<file path="src/rtl/sio_cfg_pkg.sv">
package sio_cfg_pkg;

  localparam int KEY_LEN = 4;
  localparam int KEY_W   = $clog2(KEY_LEN);
  localparam logic [7:0] UNLOCK_KEY [KEY_LEN] = '{8'h87, 8'h01, 8'h55, 8'h55};

  localparam logic       PORT_INDEX = 1'b0;
  localparam logic       PORT_DATA  = 1'b1;

  localparam logic [7:0] IDX_EXIT   = 8'h02;
  localparam logic [7:0] VAL_EXIT   = 8'h02;
  localparam logic [7:0] IDX_LDN    = 8'h07;
  localparam logic [7:0] IDX_ID_HI  = 8'h20;
  localparam logic [7:0] IDX_ID_LO  = 8'h21;
  localparam logic [7:0] IDX_REV    = 8'h22;
  localparam logic [7:0] IDX_BANK   = 8'h30;
  localparam logic [7:0] IDX_ACT    = 8'h30;
  localparam logic [7:0] IDX_BASE_H = 8'h60;
  localparam logic [7:0] IDX_BASE_L = 8'h61;

  typedef struct packed {
    logic ldnWr;
    logic actWr;
    logic baseHiWr;
    logic baseLoWr;
    logic rdIdx;
    logic rdReg;
    logic rdLock;
  } cfgStrobe_t;

endpackage

</file>
<file path="src/rtl/sio_cfg_ctrl.sv">
module sio_cfg_ctrl
  import sio_cfg_pkg::*;
(
  input  logic       clk,
  input  logic       rstN,
  input  logic       wrEn,
  input  logic       rdEn,
  input  logic       portSel,
  input  logic [7:0] wrData,
  output logic       cfgOpen,
  output logic [7:0] idxReg,
  output cfgStrobe_t strb
);

  localparam logic [KEY_W-1:0] KEY_LAST = KEY_W'(KEY_LEN - 1);

  logic [KEY_W-1:0] keyPos;
  logic idxWr;
  logic dataWr;
  logic exitHit;

  assign idxWr   = wrEn && (portSel == PORT_INDEX);
  assign dataWr  = cfgOpen && wrEn && (portSel == PORT_DATA);
  assign exitHit = dataWr && (idxReg == IDX_EXIT) && (wrData == VAL_EXIT);

  always_ff @(posedge clk) begin
    if (!rstN) begin
      cfgOpen <= 1'b0;
      keyPos  <= '0;
      idxReg  <= 8'h00;
    end else if (!cfgOpen) begin
      if (idxWr) begin
        if (wrData == UNLOCK_KEY[keyPos]) begin
          if (keyPos == KEY_LAST) begin
            cfgOpen <= 1'b1;
            keyPos  <= '0;
          end else begin
            keyPos <= keyPos + 1'b1;
          end
        end else if (wrData == UNLOCK_KEY[0]) begin
          keyPos <= KEY_W'(1);
        end else begin
          keyPos <= '0;
        end
      end
    end else begin
      if (idxWr) begin
        idxReg <= wrData;
      end else if (exitHit) begin
        cfgOpen <= 1'b0;
        idxReg  <= 8'h00;
      end
    end
  end

  always_comb begin
    strb          = '0;
    strb.ldnWr    = dataWr && (idxReg == IDX_LDN);
    strb.actWr    = dataWr && (idxReg == IDX_ACT);
    strb.baseHiWr = dataWr && (idxReg == IDX_BASE_H);
    strb.baseLoWr = dataWr && (idxReg == IDX_BASE_L);
    strb.rdIdx    = rdEn && cfgOpen && (portSel == PORT_INDEX);
    strb.rdReg    = rdEn && cfgOpen && (portSel == PORT_DATA);
    strb.rdLock   = rdEn && !cfgOpen;
  end

endmodule

</file>
<file path="src/rtl/sio_cfg_regs.sv">
module sio_cfg_regs
  import sio_cfg_pkg::*;
#(
  parameter int          NUM_DEV  = 4,
  parameter logic [15:0] CHIP_ID  = 16'h5A31,
  parameter logic [3:0]  CHIP_REV = 4'h3
) (
  input  logic                 clk,
  input  logic                 rstN,
  input  cfgStrobe_t           strb,
  input  logic [7:0]           idxReg,
  input  logic [7:0]           wrData,
  output logic [7:0]           rdData,
  output logic [NUM_DEV-1:0]   devActive,
  output logic [16*NUM_DEV-1:0] devBase
);

  localparam int         LDN_W     = (NUM_DEV > 1) ? $clog2(NUM_DEV) : 1;
  localparam logic [7:0] DEV_LIMIT = 8'(NUM_DEV);

  logic [7:0]       ldnReg;
  logic [LDN_W-1:0] ldnSel;
  logic             bankOk;
  logic [15:0]      selBase;
  logic [7:0]       regVal;

  assign ldnSel = ldnReg[LDN_W-1:0];
  assign bankOk = ldnReg < DEV_LIMIT;

  always_ff @(posedge clk) begin
    if (!rstN) ldnReg <= 8'h00;
    else if (strb.ldnWr) ldnReg <= wrData;
  end

  for (genvar d = 0; d < NUM_DEV; d++) begin : g_dev
    logic        hit;
    logic        actQ;
    logic [15:0] baseQ;

    assign hit = bankOk && (ldnSel == LDN_W'(d));

    always_ff @(posedge clk) begin
      if (!rstN) begin
        actQ  <= 1'b0;
        baseQ <= 16'h0000;
      end else if (hit) begin
        if (strb.actWr)    actQ         <= wrData[0];
        if (strb.baseHiWr) baseQ[15:8]  <= wrData;
        if (strb.baseLoWr) baseQ[7:0]   <= wrData;
      end
    end

    assign devActive[d]        = actQ;
    assign devBase[16*d +: 16] = baseQ;
  end

  assign selBase = devBase[{ldnSel, 4'b0000} +: 16];

  always_comb begin
    regVal = 8'h00;
    if (idxReg >= IDX_BANK) begin
      if (!bankOk) regVal = 8'hFF;
      else begin
        case (idxReg)
          IDX_ACT:    regVal = {7'b0, devActive[ldnSel]};
          IDX_BASE_H: regVal = selBase[15:8];
          IDX_BASE_L: regVal = selBase[7:0];
          default:    regVal = 8'h00;
        endcase
      end
    end else begin
      case (idxReg)
        IDX_LDN:   regVal = ldnReg;
        IDX_ID_HI: regVal = CHIP_ID[15:8];
        IDX_ID_LO: regVal = CHIP_ID[7:0];
        IDX_REV:   regVal = {4'h0, CHIP_REV};
        default:   regVal = 8'h00;
      endcase
    end
  end

  always_ff @(posedge clk) begin
    if (!rstN) rdData <= 8'hFF;
    else if (strb.rdLock) rdData <= 8'hFF;
    else if (strb.rdIdx) rdData <= idxReg;
    else if (strb.rdReg) rdData <= regVal;
  end

endmodule

</file>
<file path="src/rtl/sio_cfg_port.sv">
module sio_cfg_port
  import sio_cfg_pkg::*;
#(
  parameter int          NUM_DEV  = 4,
  parameter logic [15:0] CHIP_ID  = 16'h5A31,
  parameter logic [3:0]  CHIP_REV = 4'h3
) (
  input  logic                  clk,
  input  logic                  rstN,
  input  logic                  wrEn,
  input  logic                  rdEn,
  input  logic                  portSel,
  input  logic [7:0]            wrData,
  output logic [7:0]            rdData,
  output logic [NUM_DEV-1:0]    devActive,
  output logic [16*NUM_DEV-1:0] devBase
);

  logic       cfgOpen;
  logic [7:0] idxReg;
  cfgStrobe_t strb;

  sio_cfg_ctrl u_ctrl (
    .clk     (clk),
    .rstN    (rstN),
    .wrEn    (wrEn),
    .rdEn    (rdEn),
    .portSel (portSel),
    .wrData  (wrData),
    .cfgOpen (cfgOpen),
    .idxReg  (idxReg),
    .strb    (strb)
  );

  sio_cfg_regs #(
    .NUM_DEV  (NUM_DEV),
    .CHIP_ID  (CHIP_ID),
    .CHIP_REV (CHIP_REV)
  ) u_regs (
    .clk       (clk),
    .rstN      (rstN),
    .strb      (strb),
    .idxReg    (idxReg),
    .wrData    (wrData),
    .rdData    (rdData),
    .devActive (devActive),
    .devBase   (devBase)
  );

endmodule

</file>
<file path="config.mk">
export PLATFORM = sky130hd
export DESIGN_NAME = sio_cfg_port
export DESIGN_NICKNAME = d
export VERILOG_FILES = /design/src/rtl/sio_cfg_pkg.sv /design/src/rtl/sio_cfg_ctrl.sv /design/src/rtl/sio_cfg_regs.sv /design/src/rtl/sio_cfg_port.sv
export SDC_FILE = /design/constraint.sdc
export NUM_CORES = 1
export LEC_CHECK = 0
export BUFFER_PORTS_ARGS = -buffer_cell sky130_fd_sc_hd__buf_4
export CORE_MARGIN = 2
export CORE_UTILIZATION = 50
export DETAILED_ROUTE_END_ITERATION = 10
export PLACE_DENSITY = 0.71
export SLEW_MARGIN = 0
export SYNTH_ARGS = -nofsm -noshare
export SYNTH_HDL_FRONTEND = slang
export SYNTH_SLANG_ARGS = --single-unit
</file>
<file path="constraint.sdc">
create_clock -name clk -period 5.25 [get_ports clk]
set_input_delay 0.2625 -clock clk [delete_from_list [all_inputs] [get_ports clk]]
set_output_delay 0.2625 -clock clk [all_outputs]
set_load 0.02 [all_outputs]
</file>
==> reports/metrics.yaml, run 1 <==
status: "complete, no violations"
drv_slew: 0
dieHeight_um: 104
portBuffers: 88
pin_count: 89
fmax_ghz: 0.357
multi_input_area_mm2: 0.00281
synth_cells: 542
ir_drop_mv: 0.130
cts_setup_buffers: 0
hpwlAfterDp_mm: 9.60
worst_pin_slew_ns: 1.27
crit_path_cell_trace: "nor4_4, nand4_1, o21ai_0, a21boi_1"
cts.sinks: 95
setup_viol: 0
synth-edff-count: 0
power_density_mw_per_mm2: 218
yosysMostFrequentCell: "dfxtp_1"
cts_tree: "done"
fillers: 885
n_antenna_cell: 0
core_area_mm2: 0.00977
finalInstanceArea_mm2: 0.00576
clkTransAtPathRegs_ns: 0.09
synth_nets: 558
via_per_inst: 6.28
hold_viol_final: 0
start_util_pct: 51.4
synthFlopType: "dfxtp_1"
clock_skew_ns: 0.0111
std_cell_rows: 36
synth_top_area_share_pct: 37.9
layout-drive-gt1-share_pct: 23.1
yosysWarnings: 0
setup_tns_ns: 0
track_usage_pct: 26.9
wirelength_mm: 14.6
grt_overflow_total: 0
wl_per_cell_um: 20.2
dr.pass1.iters: 5
netlist_area_mm2: 0.00502
hold_buffers: 0
post_cts_resized: 0
clock-root-buffer: "clkbuf_8"
grt_pass1_wl_mm: 23.0
place_congestion: 0.877
dieArea_mm2: 0.0109
grt_pass1_vias: 4259
hold_class: "in2reg"
ys_types: 55
drc: 0
via_count: 4543
htree_levels: 3
antenna_found_initial: 0
slowest_delay_ns: 0.90
fp.dieW_um: 104
worstSetupPathType: "reg2reg"
synth_seq_cells: 95
ys_seq_area_share_pct: 37.9
async_reset_ff_share_pct: 0
hold_start: "wrEn"
synth.largest_area_cell: "dfxtp_1"
critPathSlowestCell: "nand4_1"
layout.nets: 601
min_period_over_period_pct: 53.3
period_minus_slack_ns: 2.80
cp.required_ns: 5.50
ant_nets: 0
cp_top_family: "simple AND/OR/NAND/NOR gates"
seqCellArea_mm2: 0.00190
slew-limit-headroom_pct: 15.2
clock_path_buffers: 2
cellLeakagePower_nw: 2.05
insertion_delay_ns: 0.37
critPathLaunchType: "flop"
totalPowerFinal_w: 0.00125
grt_max_degree: 114
crit_start: "u_ctrl.idxReg[0]$_SDFFE_PN0P_"
synth_area_per_cell_um2: 9.26
crit_buf_inv: 0
synth_area_leaders: "dfxtp_1, mux4_2, nand3_1"
cts_buffers: 9
synth_commonest_cells: "dfxtp_1, nand3_1, o21ai_0, nand2_1, a21boi_0"
rsz0062_at_grt: "no"
r2r-start: "u_ctrl.idxReg[0]$_SDFFE_PN0P_"
post_dp_cell_area_mm2: 0.00557
max_cap_violations: 0
syn_to_final_growth_pct: 14.7
end_kind: "flop"
crit_fanout: 24
drtIter0Drc: 368
crit_arrival_ns: 3.05
==> layout by cell type (no fill, tap or decap), types with 6 or more instances in the layout <==
cell type  instances
nand3_1           66
nor2_1             9
dfxtp_1           95
mux2i_1           24
clkbuf_8           9
o211ai_1           9
mux4_2            17
o21ai_0           57
a21oi_1            7
a21boi_0          38
nand2_1           40
a21boi_1          15
a22o_1            10
a32oi_1            6
inv_1              6
buf_4             89
nor2b_1           12
==> state kept, by name (all words and copies together), names as in the netlist <==
name / cells
u_ctrl.cfgOpen: 1
u_ctrl.idxReg: 8
u_ctrl.keyPos: 2
u_regs.g_dev.actQ: 4
u_regs.g_dev.baseQ: 64
u_regs.ldnReg: 8
u_regs.rdData: 8
==> path summary, 6_finish.rpt <==
kind | end | slack, ns | depth (start not counted)
worst max-delay path | u_regs.g_dev[1].baseQ[13]$_SDFFE_PN0P_ | 2.45 | 4
worst min-delay path | u_ctrl.cfgOpen$_SDFF_PN0_ | 0.21 | 3
worst max register to register | u_regs.g_dev[1].baseQ[13]$_SDFFE_PN0P_ | 2.45 | 4
worst min register to register | u_regs.g_dev[3].baseQ[14]$_SDFFE_PN0P_ | 0.48 | 2
==> cells by family (layout without fill, tap and decap cells) <==
logic type	Yosys count	after routing	synth area share, %
compound gates	170	170	22.9
simple gates	169	169	19.8
flops	95	95	37.9
buf+inv	63	111	6.18
mux	41	41	12.4
fa+ha+maj	3	3	0.748
xor+xnor	1	1	0.174
==> layout make-up <==
cell class | instances | share of cell area [%]
timing repair buffer | 89 | 11.6
tap | 133 | 2.89
multi-input combinational | 384 | 48.8
clock inverter | 5 | 1.02
inverter | 6 | 0.391
sequential | 95 | 33.0
clock buffer | 11 | 2.28
==> worst reg2reg max path, stage by stage, from the launching register on <==
cell	delay, ns
dfxtp_1	0.40
nor4_4	0.78
nand4_1	0.90
o21ai_0	0.49
a21boi_1	0.10
==> report_power, final <==
group          leakage, nW  switching (W)  internal (W)
clock network       0.0895       0.000259      0.000221
registers            0.765   0.0000000224      0.000720
logic                 1.19      0.0000363     0.0000166
==> metal layers <==
metal  vias to the layer above  share of wire, %  track usage (%)
met4                         0               3.0             11.9
met1                      2184                43             35.0
li1                       2105                 -                -
met2                       222                47             44.2
met5                         -                 0                0
met3                        32               6.7             4.32
==> metrics by stage <==
stage	hold WS (ns)	util, %	std cells	setup slack [ns]
finish	0.208	58.9	723	2.45
global route	0.223	58.9	723	2.24
CTS	0.194	58.9	723	2.50
detailed placement	0.475	57.0	707	2.53
global placement	0.474	57.0	707	2.65
floorplan	0.431	-	542	3.48
Power figures use the tool's default switching activity.
==> run 2: changes to the inputs <==
--- a/config.mk
+++ b/config.mk
@@ -9,7 +9,7 @@
 export CORE_MARGIN = 2
 export CORE_UTILIZATION = 50
 export DETAILED_ROUTE_END_ITERATION = 10
-export PLACE_DENSITY = 0.71
+export PLACE_DENSITY = 0.73
 export SLEW_MARGIN = 0
 export SYNTH_ARGS = -nofsm -noshare
 export SYNTH_HDL_FRONTEND = slang
==> constraint.sdc (replaced) <==
create_clock -name clk -period 2.4 [get_ports clk]
set_input_delay 0.12 -clock clk [delete_from_list [all_inputs] [get_ports clk]]
set_output_delay 0.12 -clock clk [all_outputs]
set_load 0.02 [all_outputs]
==> reports/metrics.yaml, run 2 (synthesized netlist as in run 1, its figures left out) <==
status: "complete, no violations"
dieArea_mm2: 0.0109
setup_tns_ns: 0
fin_ws_ns: 0.301
std_cell_rows: 36
place_ws_ns: 0.361
final_common_cell: "buf_4"
cts_setup_buffers: 0
grt_overflow_total: 0
hold_class: "in2reg"
n_antenna_cell: 0
period_minus_slack_ns: 2.10
ir_drop_mv: 0.242
cts_tree: "done"
syn_to_final_growth_pct: 18.4
grt_pass1_wl_mm: 24.7
fillers: 852
fmax_ghz: 0.476
grtUsageMet1_pct: 36.5
hold_start: "wrEn"
rsz0062_at_grt: "no"
worstReg2RegEnd: "u_regs.g_dev[2].baseQ[3]$_SDFFE_PN0P_"
layout-drive-gt1-share_pct: 25.8
insertion_delay_ns: 0.38
drv_slew: 0
regMostFlops: "u_regs.g_dev.baseQ"
fp.dieW_um: 104
end_kind: "flop"
start_util_pct: 51.4
drc: 0
track_usage_pct: 28.5
worstSetupPathType: "reg2reg"
slew-limit-headroom_pct: 54.5
dr.pass1.iters: 5
grt_max_degree: 77
clock-root-buffer: "clkbuf_8"
fin_util_pct: 60.8
clock_skew_ns: 0.0168
core_area_mm2: 0.00977
hold_buffers: 0
critPathLaunchType: "flop"
crit_arrival_ns: 2.37
rr_worst_depth: 5
dieHeight_um: 104
pin_count: 89
drtIter0Drc: 346
slowest_delay_ns: 0.69
portBuffers: 88
cellLeakagePower_nw: 2.17
wl_per_cell_um: 21.1
busiest_layer: "met2"
hold_viol_final: 0
grt_util_met2_pct: 47.7
clkTransAtPathRegs_ns: 0.12
via_count: 4737
layout.nets: 620
totalPowerFinal_w: 0.00288
via_per_inst: 6.38
gr-usage-met3_pct: 4.57
rrSetupSlack_ns: 0.30
placedCellCount: 726
max_cap_violations: 0
ant_nets: 0
setup_viol: 0
crit_path_cell_trace: "and3_1, nand3b_1, buf_4, o21ai_0, a21boi_0"
cts.sinks: 95
crit_fanout: 15
clock_path_buffers: 2
htree_levels: 3
final_cell_mix: "buf_4, dfxtp_1, nand3_1"
antenna_found_initial: 0
cp.required_ns: 2.67
grt_pass1_vias: 4579
cts_buffers: 9
hpwlAfterDp_mm: 10.7
final_cells: 742
hold_end: "u_ctrl.cfgOpen$_SDFF_PN0_"
post_cts_resized: 0
worst_pin_slew_ns: 0.681
wirelength_mm: 15.7
largest_reg_flops: 64
min_period_over_period_pct: 87.5
holdPathStages: 3
critPathSlowestCell: "dfxtp_1"
r2r-start: "u_ctrl.cfgOpen$_SDFF_PN0_"
power_density_mw_per_mm2: 484
place_congestion: 0.949
run 2: changes by cell type in the layout (fill, tap and decap cells not counted), sizes merged:
cell	previous run	this run
clkinvlp	2	0
clkbuf	11	9
inv	6	9
buf	89	108
clkinv	2	3
run 2: how the worst max path moves through the flow:
| stage | cells past startpoint | start | slack (ns) | to |
|---|---|---|---|---|
| 4_1_cts | 5 | u_regs.ldnReg[1]$_SDFFE_PN0P_ | 0.36 | u_regs.rdData[0]$_SDFFE_PP1P_ |
| 5_1_grt | 4 | u_ctrl.cfgOpen$_SDFF_PN0_ | 0.12 | u_regs.g_dev[2].actQ$_SDFFE_PN0P_ |
| 6_report | 5 | u_ctrl.cfgOpen$_SDFF_PN0_ | 0.30 | u_regs.g_dev[2].baseQ[3]$_SDFFE_PN0P_ |
| 2_1_floorplan | 6 | u_regs.ldnReg[0]$_SDFFE_PN0P_ | 0.63 | u_regs.rdData[3]$_SDFFE_PP1P_ |
| 3_5_place_dp | 5 | u_regs.ldnReg[1]$_SDFFE_PN0P_ | 0.36 | u_regs.rdData[0]$_SDFFE_PP1P_ |
| 3_3_place_gp | 5 | u_regs.ldnReg[1]$_SDFFE_PN0P_ | 0.43 | u_regs.rdData[5]$_SDFFE_PP1P_ |
run 2: critical path: cells and delay by family (launching register included):
kind,cells,cell delay (ns)
flops,1,0.69
buf+inv,1,0.32
simple gates,2,0.71
compound gates,2,0.27
run 2: per-layer routing:
layer  part of all wire (%)  wire length [um]
met1                     41              6400
met2                     49              7690
met3                    7.3              1140
met4                    2.9               448
met5                      0                 0
run 2: cell type report:
class,instances,area [um^2],area share [%]
Clock buffer,9,124,2.08
Timing Repair Buffer,108,823,13.8
Tap cell,133,166,2.80
Inverter,6,22.5,0.379
Sequential cell,95,1900,32.0
Clock inverter,7,100,1.68
Multi-Input combinational cell,384,2810,47.2
run 2: power breakdown:
part,internal (W),total (W),switching [W],leakage (nW)
sequential,0.00158,0.00158,0.0000000498,0.765
clock,0.000516,0.00118,0.000668,0.112
combinational,0.0000386,0.000119,0.0000808,1.29
total,0.00213,0.00288,0.000749,2.17
run 2: metrics by stage:
| step | hold WS (ns) | instance area, um^2 |
|---|---|---|
| floorplan | 0.288 | 5020 |
| global placement | 0.467 | 5720 |
| detailed placement | 0.467 | 5720 |
| CTS | 0.0708 | 5950 |
| global route | 0.0763 | 5950 |
| finish | 0.0728 | 5950 |
==> run 3: changes to the inputs <==
--- a/config.mk
+++ b/config.mk
@@ -5,11 +5,13 @@
 export SDC_FILE = /design/constraint.sdc
 export NUM_CORES = 1
 export LEC_CHECK = 0
+export ABC_AREA = 1
 export BUFFER_PORTS_ARGS = -buffer_cell sky130_fd_sc_hd__buf_4
+export CORE_ASPECT_RATIO = 0.7
 export CORE_MARGIN = 2
 export CORE_UTILIZATION = 50
 export DETAILED_ROUTE_END_ITERATION = 10
-export PLACE_DENSITY = 0.73
+export PLACE_DENSITY = 0.71
 export SLEW_MARGIN = 0
 export SYNTH_ARGS = -nofsm -noshare
 export SYNTH_HDL_FRONTEND = slang
==> constraint.sdc (replaced) <==
create_clock -name clk -period 1.96 [get_ports clk]
set_input_delay 0.098 -clock clk [delete_from_list [all_inputs] [get_ports clk]]
set_output_delay 0.098 -clock clk [all_outputs]
set_load 0.02 [all_outputs]
==> reports/metrics.yaml, run 3 <==
status: "complete, no violations"
rsz0062_at_grt: "no"
grt_max_degree: 45
layout-drive-gt1-share_pct: 20.1
largest_reg_flops: 64
final_common_cell: "nor2_1"
max_cap_violations: 0
grt_pass1_wl_mm: 23.2
netlist_area_mm2: 0.00459
min_period_over_period_pct: 91.1
final_cell_mix: "nor2_1, nand2_1, buf_4"
portBuffers: 88
power_density_mw_per_mm2: 697
hold_viol_final: 0
cts_buffers: 9
hpwlAfterDp_mm: 10.5
core_area_mm2: 0.00900
htree_levels: 3
period_minus_slack_ns: 1.79
drtIter0Drc: 460
place_congestion: 0.926
drv_slew: 0
layout.nets: 763
seqCellArea_mm2: 0.00190
ir_drop_mv: 0.425
clock-root-buffer: "clkbuf_16"
hold_buffers: 0
synth_cells: 665
cts.sinks: 95
clkTransAtPathRegs_ns: 0.07
critPathLaunchType: "flop"
yosysMostFrequentCell: "nor2_1"
synth.largest_area_cell: "dfxtp_1"
dieHeight_um: 84.2
wirelength_mm: 14.5
worstSetupPathType: "reg2reg"
post_dp_cell_area_mm2: 0.00535
via_per_inst: 5.42
syn_to_final_growth_pct: 23.1
post_cts_resized: 0
clock_skew_ns: 0.00754
regMostFlops: "u_regs.g_dev.baseQ"
crit_arrival_ns: 2.07
setup_viol: 0
wl_per_cell_um: 16.6
grt_overflow_total: 0
track_usage_pct: 29.6
crit_fanout: 9
yosysWarnings: 0
synth_area_per_cell_um2: 6.91
finalInstanceArea_mm2: 0.00566
ys_types: 34
cts_tree: "done"
synth_area_leaders: "dfxtp_1, nor2_1, nand2_1"
synth_seq_cells: 95
start_util_pct: 51.1
synthFlopType: "dfxtp_1"
multi_input_area_mm2: 0.00243
via_count: 4749
grt_pass1_vias: 4393
drc: 0
cts_setup_buffers: 0
setup_tns_ns: 0
pin_count: 89
clock_path_buffers: 2
antenna_found_initial: 0
ant_nets: 0
slew-limit-headroom_pct: 56.5
synth_top_area_share_pct: 41.4
synth_commonest_cells: "nor2_1, nand2_1, dfxtp_1, o21ai_0, a21oi_1"
fp.dieW_um: 119
fmax_ghz: 0.560
async_reset_ff_share_pct: 0
cp.required_ns: 2.25
dr.pass1.iters: 5
dieArea_mm2: 0.00998
synth_nets: 681
insertion_delay_ns: 0.35
ys_seq_area_share_pct: 41.4
end_kind: "flop"
synth-edff-count: 0
n_antenna_cell: 0
hold_class: "in2reg"
std_cell_rows: 29
worst_pin_slew_ns: 0.648
fillers: 855
cellLeakagePower_nw: 2.50
run 3: worst paths after layout:
check | start | to | slack [ns] | cells past startpoint
setup / recovery | u_regs.ldnReg[0]$_SDFFE_PN0P_ | u_regs.rdData[4]$_SDFFE_PP1P_ | 0.17 | 9
hold / removal | wrData[4] | u_ctrl.idxReg[4]$_SDFFE_PN0P_ | 0.12 | 3
setup reg to reg | u_regs.ldnReg[0]$_SDFFE_PN0P_ | u_regs.rdData[4]$_SDFFE_PP1P_ | 0.17 | 9
hold reg to reg | u_regs.rdData[4]$_SDFFE_PP1P_ | u_regs.rdData[4]$_SDFFE_PP1P_ | 0.50 | 2
run 3: final cells by class:
type	count	area share (%)
Tap cell	124	2.74
Multi-Input combinational cell	508	42.9
Inverter	37	2.50
Clock buffer	11	4.47
Timing Repair Buffer	96	12.7
Clock inverter	5	0.995
Sequential cell	95	33.6
run 3: report_power, final:
part | leakage (nW) | switching, W | internal [W] | total (W)
clock | 0.152 | 0.000757 | 0.00106 | 0.00181
combinational | 1.58 | 0.000128 | 0.0000558 | 0.000184
sequential | 0.767 | 0.00000722 | 0.00194 | 0.00195
run 3: logic make-up after synthesis:
logic type | after synthesis | synth area share [%]
simple gates | 379 | 37.3
xor+xnor | 1 | 0.191
fa+ha+maj | 3 | 0.817
compound gates | 125 | 14.6
flops | 95 | 41.4
buf+inv | 62 | 5.72
run 3: critical path: stages, from the launching register on:
cell     delay [ns]
dfxtp_1        0.58
inv_2          0.18
nor2_1         0.22
buf_4          0.20
nand2_1        0.06
nand4_1        0.13
nand2_1        0.09
nand3_1        0.10
nand3_1        0.09
nand2_1        0.06
run 3: stage by stage:
step | hold WS (ns) | setup WS [ns] | std cells | power (W) | utilization (%)
detailed placement | 0.477 | 0.228 | 860 | 0.00217 | 59.4
CTS | 0.115 | 0.225 | 876 | 0.00395 | 62.9
global route | 0.120 | 0.0357 | 876 | 0.00406 | 62.9
floorplan | 0.246 | 0.534 | 665 | 0.00209 | -
global placement | 0.471 | 0.232 | 860 | 0.00217 | 59.4
finish | 0.123 | 0.175 | 876 | 0.00394 | 62.9
run 3: routing by layer:
metal  part of all wire, %  vias up  wire [um]  global-route usage (%)
li1                      -     2316          -                       -
met1                    47     2211       6880                    43.6
met2                    43      205       6270                    44.4
met3                   8.3       17       1210                    6.11
met4                   1.3        0        189                    7.25
met5                     0        -          0                       0
